[config.mk]
export PLATFORM = sky130hd
export DESIGN_NAME = ctl_stage_tracker
export DESIGN_NICKNAME = d
export VERILOG_FILES = /design/src/rtl/ctl_stage_pkg.sv /design/src/rtl/ctl_seq_fsm.sv /design/src/rtl/ctl_irq_regs.sv /design/src/rtl/ctl_stage_tracker.sv
export SDC_FILE = /design/constraint.sdc
export NUM_CORES = 1
export LEC_CHECK = 0
export BUFFER_PORTS_ARGS = -buffer_cell sky130_fd_sc_hd__buf_2
export CAP_MARGIN = 20
export CORE_UTILIZATION = 45
export CTS_CLUSTER_SIZE = 8
export DETAILED_ROUTE_END_ITERATION = 10
export PLACE_DENSITY = 0.85
export REMOVE_ABC_BUFFERS = 1
export SLEW_MARGIN = 30
export SYNTH_ARGS = -nofsm -noshare
export SYNTH_HDL_FRONTEND = slang
export SYNTH_SLANG_ARGS = --single-unit
[constraint.sdc]
create_clock -name clk -period 1.78 [get_ports clk]
set_clock_uncertainty 0.2 [all_clocks]
set_input_delay 0.445 -clock clk [delete_from_list [all_inputs] [get_ports clk]]
set_output_delay 0.445 -clock clk [all_outputs]
set_load 0.02 [all_outputs]
[src/rtl/ctl_stage_pkg.sv]
package ctl_stage_pkg;
  localparam int STAGE_W = 3;
  localparam int NCAUSE  = 5;

  localparam int C_SETUP  = 0;
  localparam int C_RDSTAT = 1;
  localparam int C_WRSTAT = 2;
  localparam int C_DONE   = 3;
  localparam int C_ERR    = 4;

  typedef enum logic [STAGE_W-1:0] {
    ST_IDLE    = 3'b000,
    ST_RD_DATA = 3'b001,
    ST_RD_STAT = 3'b010,
    ST_WR_DATA = 3'b011,
    ST_WR_STAT = 3'b100,
    ST_ND_STAT = 3'b101,
    ST_SEQ_ERR = 3'b110
  } stage_e;

  typedef struct packed {
    logic setup;
    logic tin;
    logic tout;
    logic tping;
    logic drx;
    logic pid1;
    logic ack_tx;
    logic ack_rx;
  } bus_ev_t;
endpackage

[src/rtl/ctl_seq_fsm.sv]
module ctl_seq_fsm
  import ctl_stage_pkg::*;
(
  input  logic              clk,
  input  logic              rst_n,
  input  bus_ev_t           ev,
  input  logic              dir_in,
  input  logic              len_zero,
  input  logic              err_clr,
  output stage_e            stage,
  output logic              stall,
  output logic [NCAUSE-1:0] cause
);
  stage_e stage_q, stage_n, dst_q, dst_n, dest;
  logic   hs_q, hs_n;
  logic   moved_q, moved_n;
  logic   first_q, first_n;
  logic   defer_q, defer_n;
  logic   stall_q, stall_n;
  logic   go_err;
  logic   tok_outp;
  logic [NCAUSE-1:0] cause_n;

  assign tok_outp = ev.tout | ev.tping;
  assign dest = len_zero ? ST_ND_STAT : (dir_in ? ST_RD_DATA : ST_WR_DATA);

  always_comb begin
    stage_n = stage_q;
    dst_n   = dst_q;
    hs_n    = hs_q;
    moved_n = moved_q;
    first_n = first_q;
    defer_n = defer_q;
    stall_n = stall_q;
    cause_n = '0;
    go_err  = 1'b0;
    if (ev.setup) begin
      hs_n    = 1'b1;
      stall_n = 1'b0;
      defer_n = 1'b0;
      if (stage_q != ST_SEQ_ERR) stage_n = ST_IDLE;
    end else if (hs_q && ev.ack_tx) begin
      hs_n    = 1'b0;
      moved_n = 1'b0;
      first_n = 1'b0;
      if (stage_q == ST_SEQ_ERR) begin
        defer_n = 1'b1;
        dst_n   = dest;
      end else begin
        stage_n          = dest;
        cause_n[C_SETUP] = 1'b1;
      end
    end else begin
      unique case (stage_q)
        ST_SEQ_ERR: begin
          if (err_clr) begin
            defer_n          = 1'b0;
            stage_n          = defer_q ? dst_q : ST_IDLE;
            cause_n[C_SETUP] = defer_q;
          end
        end
        ST_RD_DATA: begin
          if (tok_outp) begin
            if (moved_q) begin
              stage_n           = ST_RD_STAT;
              cause_n[C_RDSTAT] = 1'b1;
            end else begin
              go_err = 1'b1;
            end
          end else if (ev.ack_rx) begin
            moved_n = 1'b1;
          end
        end
        ST_RD_STAT: begin
          if (ev.tin || (ev.drx && !ev.pid1)) begin
            go_err = 1'b1;
          end else if (ev.ack_tx) begin
            stage_n         = ST_IDLE;
            cause_n[C_DONE] = 1'b1;
          end
        end
        ST_WR_DATA: begin
          if (ev.tin) begin
            if (moved_q) begin
              stage_n           = ST_WR_STAT;
              cause_n[C_WRSTAT] = 1'b1;
            end else begin
              go_err = 1'b1;
            end
          end else begin
            if (ev.drx) begin
              first_n = 1'b1;
              if (!first_q && !ev.pid1) go_err = 1'b1;
            end
            if (ev.ack_tx) moved_n = 1'b1;
          end
        end
        ST_WR_STAT, ST_ND_STAT: begin
          if (tok_outp) begin
            go_err = 1'b1;
          end else if (ev.ack_rx) begin
            stage_n         = ST_IDLE;
            cause_n[C_DONE] = 1'b1;
          end
        end
        default: ;
      endcase
      if (go_err) begin
        stage_n        = ST_SEQ_ERR;
        stall_n        = 1'b1;
        cause_n[C_ERR] = 1'b1;
      end
    end
  end

  always_ff @(posedge clk or negedge rst_n) begin
    if (!rst_n) begin
      stage_q <= ST_IDLE;
      dst_q   <= ST_IDLE;
      hs_q    <= 1'b0;
      moved_q <= 1'b0;
      first_q <= 1'b0;
      defer_q <= 1'b0;
      stall_q <= 1'b0;
    end else begin
      stage_q <= stage_n;
      dst_q   <= dst_n;
      hs_q    <= hs_n;
      moved_q <= moved_n;
      first_q <= first_n;
      defer_q <= defer_n;
      stall_q <= stall_n;
    end
  end

  assign stage = stage_q;
  assign stall = stall_q;
  assign cause = cause_n;

  AST_LEGAL_CODE: assert property (@(posedge clk) disable iff (!rst_n)
    stage_q != 3'b111);
  AST_ERR_STALLS: assert property (@(posedge clk) disable iff (!rst_n)
    $rose(stage_q == ST_SEQ_ERR) |-> stall_q);
  AST_ERR_HOLDS: assert property (@(posedge clk) disable iff (!rst_n)
    (stage_q == ST_SEQ_ERR && !err_clr) |=> stage_q == ST_SEQ_ERR);
  AST_SETUP_UNSTALLS: assert property (@(posedge clk) disable iff (!rst_n)
    ev.setup |=> !stall_q);
endmodule

[src/rtl/ctl_irq_regs.sv]
module ctl_irq_regs #(
  parameter int N = 5
) (
  input  logic         clk,
  input  logic         rst_n,
  input  logic [N-1:0] set_ev,
  input  logic [N-1:0] en,
  input  logic [N-1:0] clr,
  output logic [N-1:0] status,
  output logic         irq
);
  logic [N-1:0] sts_q;

  for (genvar i = 0; i < N; i++) begin : g_bit
    logic nxt;
    assign nxt = set_ev[i] | (sts_q[i] & ~clr[i]);
    always_ff @(posedge clk or negedge rst_n) begin
      if (!rst_n) sts_q[i] <= 1'b0;
      else        sts_q[i] <= nxt;
    end

    AST_STICKY: assert property (@(posedge clk) disable iff (!rst_n)
      (sts_q[i] && !clr[i]) |=> sts_q[i]);
    AST_EVENT_SEEN: assert property (@(posedge clk) disable iff (!rst_n)
      set_ev[i] |=> sts_q[i]);
  end

  assign status = sts_q;
  assign irq    = |(sts_q & en);
endmodule

[src/rtl/ctl_stage_tracker.sv]
module ctl_stage_tracker
  import ctl_stage_pkg::*;
(
  input  logic              clk,
  input  logic              rst_n,
  input  logic              tok_setup,
  input  logic              tok_in,
  input  logic              tok_out,
  input  logic              tok_ping,
  input  logic              pkt_rx,
  input  logic              pkt_pid1,
  input  logic              hs_ack_sent,
  input  logic              hs_ack_rcvd,
  input  logic              req_dir_in,
  input  logic              req_len_zero,
  input  logic [NCAUSE-1:0] cause_en,
  input  logic [NCAUSE-1:0] cause_clr,
  output logic [STAGE_W-1:0] stage,
  output logic              stall_req,
  output logic [NCAUSE-1:0] cause_sts,
  output logic              irq
);
  bus_ev_t           ev;
  stage_e            stage_w;
  logic [NCAUSE-1:0] cause_w;

  assign ev = '{setup: tok_setup, tin: tok_in, tout: tok_out, tping: tok_ping,
                drx: pkt_rx, pid1: pkt_pid1, ack_tx: hs_ack_sent, ack_rx: hs_ack_rcvd};

  ctl_seq_fsm i_fsm (
    .clk      (clk),
    .rst_n    (rst_n),
    .ev       (ev),
    .dir_in   (req_dir_in),
    .len_zero (req_len_zero),
    .err_clr  (cause_clr[C_ERR]),
    .stage    (stage_w),
    .stall    (stall_req),
    .cause    (cause_w)
  );

  ctl_irq_regs #(.N(NCAUSE)) i_irq (
    .clk    (clk),
    .rst_n  (rst_n),
    .set_ev (cause_w),
    .en     (cause_en),
    .clr    (cause_clr),
    .status (cause_sts),
    .irq    (irq)
  );

  assign stage = stage_w;

  AST_ERR_FLAGGED: assert property (@(posedge clk) disable iff (!rst_n)
    stage_w == ST_SEQ_ERR |-> cause_sts[C_ERR]);
endmodule

## Yosys cells after proc, flatten, opt, wreduce, memory -nomap -nowiden

Index checks and enable logic that the tools add are counted.

- Reduce and logical (&&, ||, !) cells: 22
- Mux-type cells: 65
- Bitwise operators: 18
- Equal/unequal tests: 24

Operators by type and width:

| kind | number |
|---|---|
| 3-bit 2-to-1 mux | 16 |
| 1-bit 2-to-1 mux | 42 |
| 5-bit by 2-bit != test with 1-bit output (second input constant) | 3 |
| 5-bit by 3-bit != test with 1-bit output (second input constant) | 3 |
| 3-bit case mux with 5 select lines | 1 |
| 12-bit AND reduction | 1 |
| 2-bit nonzero test | 5 |
| 3-bit equality test (second input constant) | 3 |
| 3-bit by 2-bit != test with 1-bit output (second input constant) | 3 |
| 3-bit != test (second input constant) | 3 |
| 8-bit nonzero test | 1 |
| 3-bit by 2-bit equality test with 1-bit output (second input constant) | 2 |
| 1-bit NOT | 6 |
| 1-bit bitwise OR | 6 |
| 6-bit AND reduction | 1 |
| 3-bit nonzero test | 2 |
| 1-bit bitwise AND | 5 |
| 5-bit bitwise AND | 1 |
| 5-bit 2-to-1 mux | 1 |
| 5-bit by 4-bit != test with 1-bit output (second input constant) | 1 |
| 5-bit != test (second input constant) | 1 |
| 5-bit OR reduction | 1 |
| 4-bit 2-to-1 mux | 1 |
| 2-bit by 1-bit != test with 1-bit output (second input constant) | 2 |
| 13 further kinds | 18 |

- Bits of input ports: 22
- Output and inout port bits: 10
- Word-level logic and storage cells: 141
- Bits in registers: 16

## Logic depth before layout (Yosys ltp)

Gate-level depths: netlist (run 1).

- Depth after elaboration: 12
- Gate-level depth with buffers: 6

## Hierarchy

Synthesis (run 1) repeated with hierarchy kept, for this count alone.

- Cell total of the unflattened synthesis: 120
- Area total of the unflattened synthesis: 1,061.0 um^2

Modules (own cells, without submodules):

| module | times used | area an instance (um^2) | sequential area each (um^2) | cells an instance |
|---|---|---|---|---|
| ctl_seq_fsm | 1 | 858.3 | 275.3 | 102 |
| ctl_irq_regs | 1 | 202.7 | 125.1 | 18 |

## Worst setup path before layout (run 1)

OpenSTA, ideal clock, no wires.

- Path kind: register to register
- Start: reg i_fsm.stage_q[0], in the netlist i_fsm.stage[0]
- End: reg i_fsm.stage_q[2], in the netlist i_fsm.stage[2]
- Slack: -142 ps
- Stages on the path, launching flop included: 7
- Data arrival time: 1,601 ps
- Path buffers: 1
- Data required time: 1,459 ps
- Setup time: 121 ps
- Path through: dfrtp_1 buf_6 nand2b_4 o31ai_1 o32ai_2 a22o_1 a22o_1

- Word-level cells in the longest chain between the ends: 8
- Elaborated cells between the ends (all ways): 28
- Those cells by class: 18 x eq/ne; 7 x mux; 3 x reduce/logical

RTL lines:

| what | RTL line | text |
|---|---|---|
| start: declaration | ctl_seq_fsm.sv:14 | `stage_e stage_q, stage_n, dst_q, dst_n, dest;` |
| start signal: assignment | ctl_seq_fsm.sv:126 | `stage_q <= stage_n;` |
| branches (longest 8 deep; another with 12-bit AND reduction) | - |  |

Several ways; the timed one is not identified. The select of a mux whose other input is x is not followed.
A chain may end at the register's enable or synchronous reset.

## Worst setup path in the final report (run 1)

- Start: reg i_fsm.stage_q[1], in the netlist i_fsm.stage[1]
- End: reg i_fsm.stage_q[2], in the netlist i_fsm.stage[2]

The elaborated chain is that of the path after synthesis.

==> results of run 1 <==
==> path summary, 6_finish.rpt <==
kind / start / endpoint / cells after the start
setup reg to reg: i_fsm.stage[1] / i_fsm.stage[2] / 5
hold / removal: cause_clr[2] / i_irq.status[2] / 2
min in group asynchronous: rst_n / i_fsm.stage[2] / 2
setup / recovery: i_fsm.stage[1] / i_fsm.stage[2] / 5
max in group asynchronous: rst_n / i_fsm.stage[0] / 2
hold reg to reg: i_fsm.dst_q[0] / i_fsm.dst_q[0] / 1
==> per-stage QoR <==
stage                     area (µm²)  instances  power [mW]  setup TNS [ns]  worst slack, ns
after global placement          1430        199        1.46          -0.358           -0.119
after CTS                       1560        207        1.86          -0.345           -0.137
after detailed placement        1430        199        1.49          -0.612           -0.193
after floorplan                 1020        111        1.07          -0.470           -0.193
after global routing            1610        211        2.05          -0.923           -0.195
final                           1610        211        1.94          -0.529           -0.141
==> cells in the mapped netlist (2+ instances only) <==
| cell type | count |
|---|---|
| dfrtp_1 | 16 |
| a22o_1 | 3 |
| mux2_2 | 2 |
| a31oi_1 | 3 |
| buf_6 | 3 |
| inv_1 | 9 |
| a22oi_1 | 2 |
| nand2_1 | 7 |
| a41oi_1 | 2 |
| a21oi_1 | 6 |
| nor3_1 | 4 |
| nor2_1 | 11 |
| nand2b_1 | 6 |
| or2_2 | 2 |
| o21a_1 | 2 |
| o31ai_1 | 2 |
| nand3_1 | 2 |
| o211ai_1 | 2 |
| o22ai_1 | 5 |
==> area by class of cell <==
cell class              instances  share of cell area [%]
well taps                      28                    2.18
clock buffers                   4                    2.25
multi-input cells              86                    40.7
repair buffers                 68                    27.7
inverters                       9                    2.10
flip-flops and latches         16                    25.0
==> layout by cell type, fill, tap and decap left out, types with 2 or more instances in the layout <==
cell,count
mux2_2,2
a22oi_1,2
nand2b_1,5
dfrtp_2,2
nand2_1,7
buf_2,31
a22o_1,3
a41oi_1,2
buf_4,33
a31oi_1,3
clkbuf_4,3
o22ai_1,5
o21a_1,2
inv_1,9
dfrtp_1,14
o211ai_1,2
nand2b_4,2
nand3_1,2
nor3_1,3
or2_2,2
buf_6,3
a21oi_1,5
nor2_1,11
==> sequential cells by signal (all words and copies together) (netlist names) <==
signal and flops:
i_irq.status 5, i_fsm.stall 1, i_fsm.defer_q 1, i_fsm.stage 3, i_fsm.moved_q 1, i_fsm.hs_q 1
i_fsm.dst_q 3, i_fsm.first_q 1
==> per-layer routing <==
layer  track usage [%]  routed length, µm  up-vias
met1              30.4               1340      547
met2              48.9               1590       44
met5                 0                  0        -
li1                  -                  -      567
met4              11.6                 74        0
met3              2.68                166        6
==> timing repair <==
action | in CTS | in global routing
endpoints found under the setup margin | 5 | 8
gates cloned | 0 | 0
gates resized for setup | 11 | 5
hold buffers | 1 | 0
pin swaps | 9 | 4
buffers inserted | 3 | 4
hold endpoints to repair | 16 | 0
==> worst max-delay path: stages, from the launching register on <==
cell	delay, ns
dfrtp_2	0.51
nor4b_4	0.32
o21a_1	0.23
o32ai_4	0.11
a22o_1	0.22
a22o_1	0.23
==> logic make-up (layout without fill, tap and decap cells) <==
group	after synthesis	in the layout	share of synthesized area [%]
buf+inv	15	81	8.34
simple gates	42	42	22.6
flops	16	16	37.1
mux	2	2	2.09
compound gates	42	42	29.9
==> power by group through the flow <==
stage | Sequential (mW) | Combinational, mW | Clock [mW]
6_report | 0.559 | 1.12 | 0.262
3_3_place_gp | 0.547 | 0.911 | 0
2_1_floorplan | 0.629 | 0.441 | 0
3_5_place_dp | 0.553 | 0.937 | 0
5_1_grt | 0.571 | 1.20 | 0.277
4_1_cts | 0.561 | 1.04 | 0.256
==> qor_table.md, run 1 <==
| Item | Value | Unit |
|---|---|---|
| Top post-synthesis cells by area | dfrtp_1, nor2_1, nand2b_1 | - |
| RSZ-0062 raised after global routing | yes | - |
| Final setup violation count | 5 | - |
| Congestion Overflow GR | 0 | - |
| Yosys top cell area share | 37.1 | % |
| Detailed-route via count | 1,164 | - |
| Critical path peak fanout | 8 | - |
| Final weighted congestion in routability-driven placement | 0.888 | - |
| Part of the total power dissipated in sequential elements | 28.8 | % |
| Detailed Routing Iterations Pass 1 | 4 | - |
| Classification of the worst-slack hold path | input port to register | - |
| Final net count | 206 | - |
| Number of antenna violations at the first check in global routing | 0 | - |
| Maximum clock rate | 521 | MHz |
| Number of levels in the clock H-tree | 1 | - |
| Maximum resistive drop on vdd | 841 | µV |
| Maximum number of pins on one net before global-route repair | 17 | - |
| Clock sink total | 16 | - |
| 1st-iter DRT viols | 32 | - |
| Switching power as a share of total power | 39.8 | % |
| CP Data Arrival Time | 1.94 | ns |
| Combinational fraction of design power | 57.7 | % |
| Gate count of the mapped netlist | 117 | - |
| Part of the cycle the worst path needs | 108 | % |
| Number of enable-type register cells in the synthesized netlist | 0 | - |
| Total Wirelength | 3170 | µm |
| Antenna diode instance count | 0 | - |
| Area used by sequential logic in the layout | 403 | µm² |
| Die Ht | 51.0 | µm |
| Measured slew at the worst slew-check pin | 0.388 | ns |
| Synthesized area | 1080 | µm² |
| Status | finished, violations left | - |
| Type of origin of the critical path | register | - |
| Minimum period implied by the final worst setup slack | 1.92 | ns |
| Kind of critical path | register to register | - |
| Proportion of power drawn by the clock network | 13.5 | % |
| Worst relative slew slack | 74.2 | % |
| Failing checks | setup timing | - |
| Asr flop ratio synth | 100 | % |
| Buffer depth of the longest clock path | 2 | - |
| Final core utilization | 72.1 | % |
| Die width | 51.0 | µm |
| CTS tree | yes | - |
| Number of ports placed on the die boundary | 32 | - |
| Area of the multi-input gates | 656 | µm² |
| Via count of the first global-routing pass | 1,140 | - |
| Clock buffers created by TritonCTS | 3 | - |
| Distinct cells, synth | 47 | - |
| Syn avg cell area | 9.23 | µm² |
| Area of the core | 2230 | µm² |
| Number of pins with negative max-slew slack in the final report | 0 | - |
| Share of synthesized area occupied by flip-flops and latches | 37.1 | % |
| PwrDens | 1200 | nW/µm² |
| Global routing usage summed across all routing layers | 26.5 | % |
| Port-buffer cells | 31 | - |
| R2R Setup Slk | -0.14 | ns |
| Die area | 2600 | µm² |
| Net switching component of the power | 0.772 | mW |
| Data required time at the worst endpoint | 1.80 | ns |
| Pint | 1.17 | mW |
| Later-pin clock latency in the skew report | 0.31 | ns |
| Ratio of cells with drive above 1 in the final layout | 51.9 | % |
| Max Cap Viol | 0 | - |
| Post-route antenna net violation count | 0 | - |
| Wire length of the first global-routing pass | 4980 | µm |
| Area leader, netlist | dfrtp_1 | - |
| Layout-stage area growth over the synthesis result | 49.1 | % |
| Leakage power figure | 0.777 | nW |
| Vias per inst | 5.52 | - |
| Placement row count | 17 | - |
| Minimum setup slack in the final design | -0.141 | ns |
| Clock root buffer | clkbuf_4 | - |
| Filler cells | 166 | - |
| HPWL after DPL | 2250 | µm |
| Residual DRC count | 0 | - |
| Post-DR wirelength/cell | 15.0 | µm |
| CP Capture Type | register | - |
| Most used flip-flop cell after synthesis | dfrtp_1 | - |
| Yosys warning total | 0 | - |
| Hold Vio Cnt, Final | 0 | - |
| Clk pin slew, worst setup/hold paths | 0.11 | ns |
| Number of synthesized register bits | 16 | - |
| Worst hold slack across all endpoints | 0.100 | ns |
| Starting density of the core | 48.3 | % |
No activity file was read; power rests on OpenSTA's default activity.
==> inputs of run 2 (changes only) <==
==> constraint.sdc (replaced) <==
create_clock -name clk -period 1.78 [get_ports clk]
set_clock_uncertainty 0.2 [all_clocks]
set_input_delay 0.178 -clock clk [delete_from_list [all_inputs] [get_ports clk]]
set_output_delay 0.178 -clock clk [all_outputs]
set_load 0.02 [all_outputs]
==> run 2 against run 1 <==
Compared with the run above: the run still ends with setup timing left; non-clock buffer count is 12 lower; setup slack better by 0.051 ns; via count is 2.6% higher; hold slack worse by 0.093 ns; utilization is 5.3 points lower; critical path depth is 2 higher; combinational power is 7% lower; power is 8.4% lower.
==> qor_table.md, run 2 (same netlist as run 1, synthesis figures left out) <==
| Item | Value | Unit |
|---|---|---|
| Measured slew at the worst slew-check pin | 0.376 | ns |
| Starting density of the core | 48.3 | % |
| CP Capture Type | register | - |
| Later-pin clock latency in the skew report | 0.29 | ns |
| Clk pin slew, worst setup/hold paths | 0.09 | ns |
| Placement row count | 17 | - |
| Die area | 2600 | µm² |
| Clock sink total | 16 | - |
| Commonest non-fill, non-tap cells in the layout | buf_2, buf_4, dfrtp_1, nor2_1, inv_1 | - |
| Wire length of the first global-routing pass | 5020 | µm |
| Congestion Overflow GR | 0 | - |
| Ratio of cells with drive above 1 in the final layout | 42.9 | % |
| HPWL after DPL | 2260 | µm |
| Minimum setup slack in the final design | -0.0899 | ns |
| Number of pins with negative max-slew slack in the final report | 0 | - |
| Global routing usage summed across all routing layers | 26.5 | % |
| CP Data Arrival Time | 1.85 | ns |
| Classification of the worst-slack hold path | input port to register | - |
| Leakage power figure | 0.704 | nW |
| Final net count | 194 | - |
| Status | finished, violations left | - |
| 1st-iter DRT viols | 35 | - |
| Die Ht | 51.0 | µm |
| Final setup violation count | 3 | - |
| Detailed Routing Iterations Pass 1 | 6 | - |
| Post-DR wirelength/cell | 16.1 | µm |
| Final weighted congestion in routability-driven placement | 0.885 | - |
| RSZ-0062 raised after global routing | yes | - |
| Buffer depth of the longest clock path | 2 | - |
| Clock buffers created by TritonCTS | 3 | - |
| Clock root buffer | clkbuf_4 | - |
| Critical path peak fanout | 6 | - |
| Number of antenna violations at the first check in global routing | 0 | - |
| Type of origin of the critical path | register | - |
| Detailed-route via count | 1,194 | - |
| PwrDens | 1190 | nW/µm² |
| Number of levels in the clock H-tree | 1 | - |
| Antenna diode instance count | 0 | - |
| Maximum resistive drop on vdd | 720 | µV |
| Vias per inst | 6.03 | - |
| Layout-stage area growth over the synthesis result | 38.2 | % |
| Maximum number of pins on one net before global-route repair | 17 | - |
| Hold Vio Cnt, Final | 0 | - |
| Most common cell after layout, fill and taps aside | buf_2 | - |
| Part of the cycle the worst path needs | 105 | % |
| Data required time at the worst endpoint | 1.76 | ns |
| Post-route antenna net violation count | 0 | - |
| Residual DRC count | 0 | - |
| CTS tree | yes | - |
| DP Worst Slack | -0.137 | ns |
| Via count of the first global-routing pass | 1,183 | - |
| Failing checks | setup timing | - |
| Area used by sequential logic in the layout | 403 | µm² |
| Area of the multi-input gates | 627 | µm² |
| Maximum clock rate | 535 | MHz |
| Post-layout power | 1.78 | mW |
| Area of the core | 2230 | µm² |
| Total Wirelength | 3180 | µm |
| Max Cap Viol | 0 | - |
| Die width | 51.0 | µm |
| Worst relative slew slack | 74.9 | % |
| Filler cells | 194 | - |
| Port-buffer cells | 31 | - |
| Minimum period implied by the final worst setup slack | 1.87 | ns |
| Number of ports placed on the die boundary | 32 | - |
| Max FFs per register | 5 | - |
| Kind of critical path | register to register | - |
## run 2: metrics by stage
stage / util, % / setup TNS, ns / cell area, µm² / std cells / hold WS [ns]
finish: 66.8 / -0.188 / 1490 / 198 / 0.00698
global route: 66.8 / -0.324 / 1490 / 198 / 0.0180
CTS: 66.1 / -0.0598 / 1480 / 198 / 0.00141
detailed placement: 59.0 / -0.374 / 1320 / 184 / -0.0862
global placement: 59.0 / -0.114 / 1320 / 184 / -0.0901
floorplan: - / -0.470 / 1020 / 111 / -0.318
## run 2: critical path: stages (launching register included)
cell and delay (ns):
dfrtp_2 0.47, buf_6 0.14, buf_6 0.09, and2b_4 0.15, o21ai_2 0.05, o21a_4 0.22, a22o_1 0.21, a22o_1 0.23
## run 2: repair_timing
item / CTS / global route
gates resized for setup: 9 / 3
hold buffers: 7 / 0
pin swaps: 3 / 0
setup endpoints to repair: 3 / 6
hold endpoints to repair: 22 / 0
setup buffers: 4 / 0
## run 2: path summary, 6_finish.rpt
kind,endpoint,slack (ns),cells past startpoint,from
worst max-delay path,i_fsm.stage[2],-0.09,7,i_fsm.stage[1]
worst min-delay path,i_fsm.first_q,0.007,3,pkt_rx
worst max register to register,i_fsm.stage[2],-0.09,7,i_fsm.stage[1]
worst min register to register,i_fsm.dst_q[0],0.28,1,i_fsm.dst_q[0]
max in group asynchronous,i_fsm.stage[1],0.96,2,rst_n
min in group asynchronous,i_fsm.stage[2],0.13,2,rst_n
## run 2: where the power goes
part           internal [mW]  total (mW)  switching [mW]
clock                 0.0787       0.191           0.113
sequential             0.451       0.544          0.0925
combinational          0.509        1.04           0.533
## run 2: layer usage
| metal | routed length [µm] | part of all wire (%) | track usage [%] |
|---|---|---|---|
| met2 | 1650 | 52 | 48.9 |
| met4 | 112 | 3.5 | 12.5 |
| met3 | 243 | 7.6 | 6.85 |
| met1 | 1170 | 37 | 27.5 |
| met5 | 0 | 0 | 0 |
## run 2: layout make-up
cell class                 instances  share of cell area (%)
sequential                        16                    27.0
tap                               28                    2.35
timing repair buffer              56                    24.9
inverter                           9                    2.26
clock buffer                       3                    1.51
multi-input combinational         86                    42.0
==> inputs of run 3 (changes only) <==
==> constraint.sdc (replaced) <==
create_clock -name clk -period 1.78 [get_ports clk]
set_clock_uncertainty 0.2 [all_clocks]
set_input_delay 0.267 -clock clk [delete_from_list [all_inputs] [get_ports clk]]
set_output_delay 0.267 -clock clk [all_outputs]
set_load 0.02 [all_outputs]
==> run 3 against run 2 <==
Compared with the run above: global-route usage is 0.71 points higher; non-clock buffer count is 3 higher; design area is 3.5% higher; the flow still finishes with violations (setup timing); flip-flop and latch count stayed put; hold slack better by 0.027 ns; setup slack worse by 0.026 ns; fmax is 1.4% lower; sequential power is 1% higher; power is 4.8% higher; final cell count is 2.0% higher.
==> qor_table.md, run 3 (same netlist as run 1, synthesis figures left out) <==
| Item | Value | Unit |
|---|---|---|
| Combinational fraction of design power | 56.9 | % |
| RSZ-0062 raised after global routing | yes | - |
| Final weighted congestion in routability-driven placement | 0.902 | - |
| Filler cells | 187 | - |
| Maximum resistive drop on vdd | 865 | µV |
| Type of origin of the critical path | register | - |
| CP dominant cell by count | a22o_1 | - |
| Beginning of the worst register-to-register path | i_fsm.stage[1] | - |
| Number of pins with negative max-slew slack in the final report | 0 | - |
| Die width | 51.0 | µm |
| Reg2Reg Capture Point | i_fsm.stage[2] | - |
| Post-route antenna net violation count | 0 | - |
| Buffer depth of the longest clock path | 2 | - |
| Worst hold slack across all endpoints | 0.0339 | ns |
| Failing checks | setup timing | - |
| PwrDens | 1210 | nW/µm² |
| Hold Vio Cnt, Final | 0 | - |
| Max Cap Viol | 0 | - |
| Detailed-route via count | 1,177 | - |
| Part of the total power dissipated in sequential elements | 29.5 | % |
| Placement row count | 17 | - |
| Vias per inst | 5.83 | - |
| Clock root buffer | clkbuf_4 | - |
| Leakage power figure | 0.728 | nW |
| CP Capture Type | register | - |
| Number of levels in the clock H-tree | 1 | - |
| CTS tree | yes | - |
| Total Wirelength | 3170 | µm |
| Layout-stage area growth over the synthesis result | 43.1 | % |
| Measured slew at the worst slew-check pin | 0.376 | ns |
| Post-DR wirelength/cell | 15.7 | µm |
| Clock buffers created by TritonCTS | 3 | - |
| Via count of the first global-routing pass | 1,184 | - |
| Hold path cells | 2 | - |
| CP Data Arrival Time | 1.88 | ns |
| Worst-path cell with the longest stage delay | dfrtp_2 | - |
| Antenna diode instance count | 0 | - |
| Number of ports placed on the die boundary | 32 | - |
| HPWL after DPL | 2190 | µm |
| Proportion of power drawn by the clock network | 13.6 | % |
| Final setup TNS | -0.256 | ns |
| Critical path peak fanout | 6 | - |
| Min-Delay Endpoint | i_fsm.dst_q[2] | - |
| Die area | 2600 | µm² |
| Part of the cycle the worst path needs | 106 | % |
| Minimum period implied by the final worst setup slack | 1.90 | ns |
| DP Worst Slack | -0.197 | ns |
| Wire length of the first global-routing pass | 5180 | µm |
| Global routing usage summed across all routing layers | 27.2 | % |
| R2R Setup Slk | -0.12 | ns |
| Number of cell instances on the worst register-to-register path | 6 | - |
| Area of the core | 2230 | µm² |
| Commonest non-fill, non-tap cells in the layout | buf_2, buf_4, dfrtp_1, nor2_1, inv_1 | - |
| Later-pin clock latency in the skew report | 0.30 | ns |
| Maximum number of pins on one net before global-route repair | 17 | - |
| Ratio of cells with drive above 1 in the final layout | 45.4 | % |
| Switching power as a share of total power | 41.0 | % |
| Ordered list of cells on the worst path | buf_6 > nand2b_4 > o31ai_4 > o32ai_2 > a22o_1 > a22o_1 | - |
| Congestion Overflow GR | 0 | - |
| Startpoint of the tightest hold check path | req_len_zero | - |
| Status | finished, violations left | - |
| Clock sink total | 16 | - |
| Residual DRC count | 0 | - |
| Number of antenna violations at the first check in global routing | 0 | - |
| Data required time at the worst endpoint | 1.77 | ns |
| Starting density of the core | 48.3 | % |
| Classification of the worst-slack hold path | input port to register | - |
| Detailed Routing Iterations Pass 1 | 4 | - |
| Maximum clock rate | 528 | MHz |
| Die Ht | 51.0 | µm |
| Max FFs per register | 5 | - |
| Final setup violation count | 3 | - |
| Most common cell after layout, fill and taps aside | buf_2 | - |
| Minimum setup slack in the final design | -0.116 | ns |
| Net switching component of the power | 0.763 | mW |
| Clk pin slew, worst setup/hold paths | 0.10 | ns |
| Final core utilization | 69.2 | % |
| 1st-iter DRT viols | 38 | - |
| Port-buffer cells | 31 | - |
| Kind of critical path | register to register | - |
| Final net count | 197 | - |
| Worst relative slew slack | 74.9 | % |
| Pint | 1.10 | mW |
| CP max stage delay | 0.47 | ns |
## run 3: final cells by class
type	instances	area, µm²	area share (%)
clock buffer	4	36.3	2.35
tap	28	35.0	2.27
sequential	16	403	26.1
inverter	9	33.8	2.19
multi-input combinational	86	649	42.0
timing repair buffer	59	388	25.1
## run 3: worst max-delay path by stage
stage,start,endpoint,slack [ns],depth (start not counted)
3_3_place_gp,i_fsm.stage[1],i_fsm.stage[0],-0.05,5
5_1_grt,i_fsm.stage[1],i_fsm.stage[2],-0.19,5
4_1_cts,i_fsm.stage[1],i_fsm.dst_q[2],-0.06,6
2_1_floorplan,i_fsm.stage[1],i_fsm.stage[2],-0.19,5
6_report,i_fsm.stage[1],i_fsm.stage[2],-0.12,6
3_5_place_dp,i_fsm.stage[1],i_fsm.stage[2],-0.20,5
## run 3: repair_timing
item	CTS	global route
resized for setup	9	7
setup endpoints to repair	5	9
pin swaps	2	1
cloned	0	0
buffers inserted	3	0
hold buffers	6	0
endpoints found under the hold margin	21	0
## run 3: power by group through the flow
stage	sequential (mW)	clock, mW	combinational (mW)
6_report	0.550	0.253	1.06
5_1_grt	0.559	0.265	1.14
4_1_cts	0.543	0.253	0.991
3_5_place_dp	0.557	0	0.880
3_3_place_gp	0.547	0	0.850
2_1_floorplan	0.629	0	0.441
## run 3: metal layers
| metal | vias up | GRT usage, % | wire length [µm] |
|---|---|---|---|
| met2 | 69 | 44.1 | 1520 |
| met3 | 14 | 6.85 | 234 |
| met4 | 0 | 15.7 | 76 |
| met1 | 546 | 32.5 | 1340 |
| li1 | 548 | - | - |
| met5 | - | 0 | 0 |
## run 3: worst max-delay path: cells and delay by family (launching register included)
kind                   cells  cell delay [ns]
flip-flops                 1             0.47
AND/OR/NAND/NOR            1             0.08
AO/OA/AOI/OAI              4             0.87
buffers and inverters      1             0.15
## run 3: stage by stage
step	power, mW	cell area, µm²	std cells
final	1.86	1550	202
after global routing	1.96	1550	202
after CTS	1.79	1510	202
after detailed placement	1.44	1360	189
after global placement	1.40	1360	189
after floorplan	1.07	1020	111
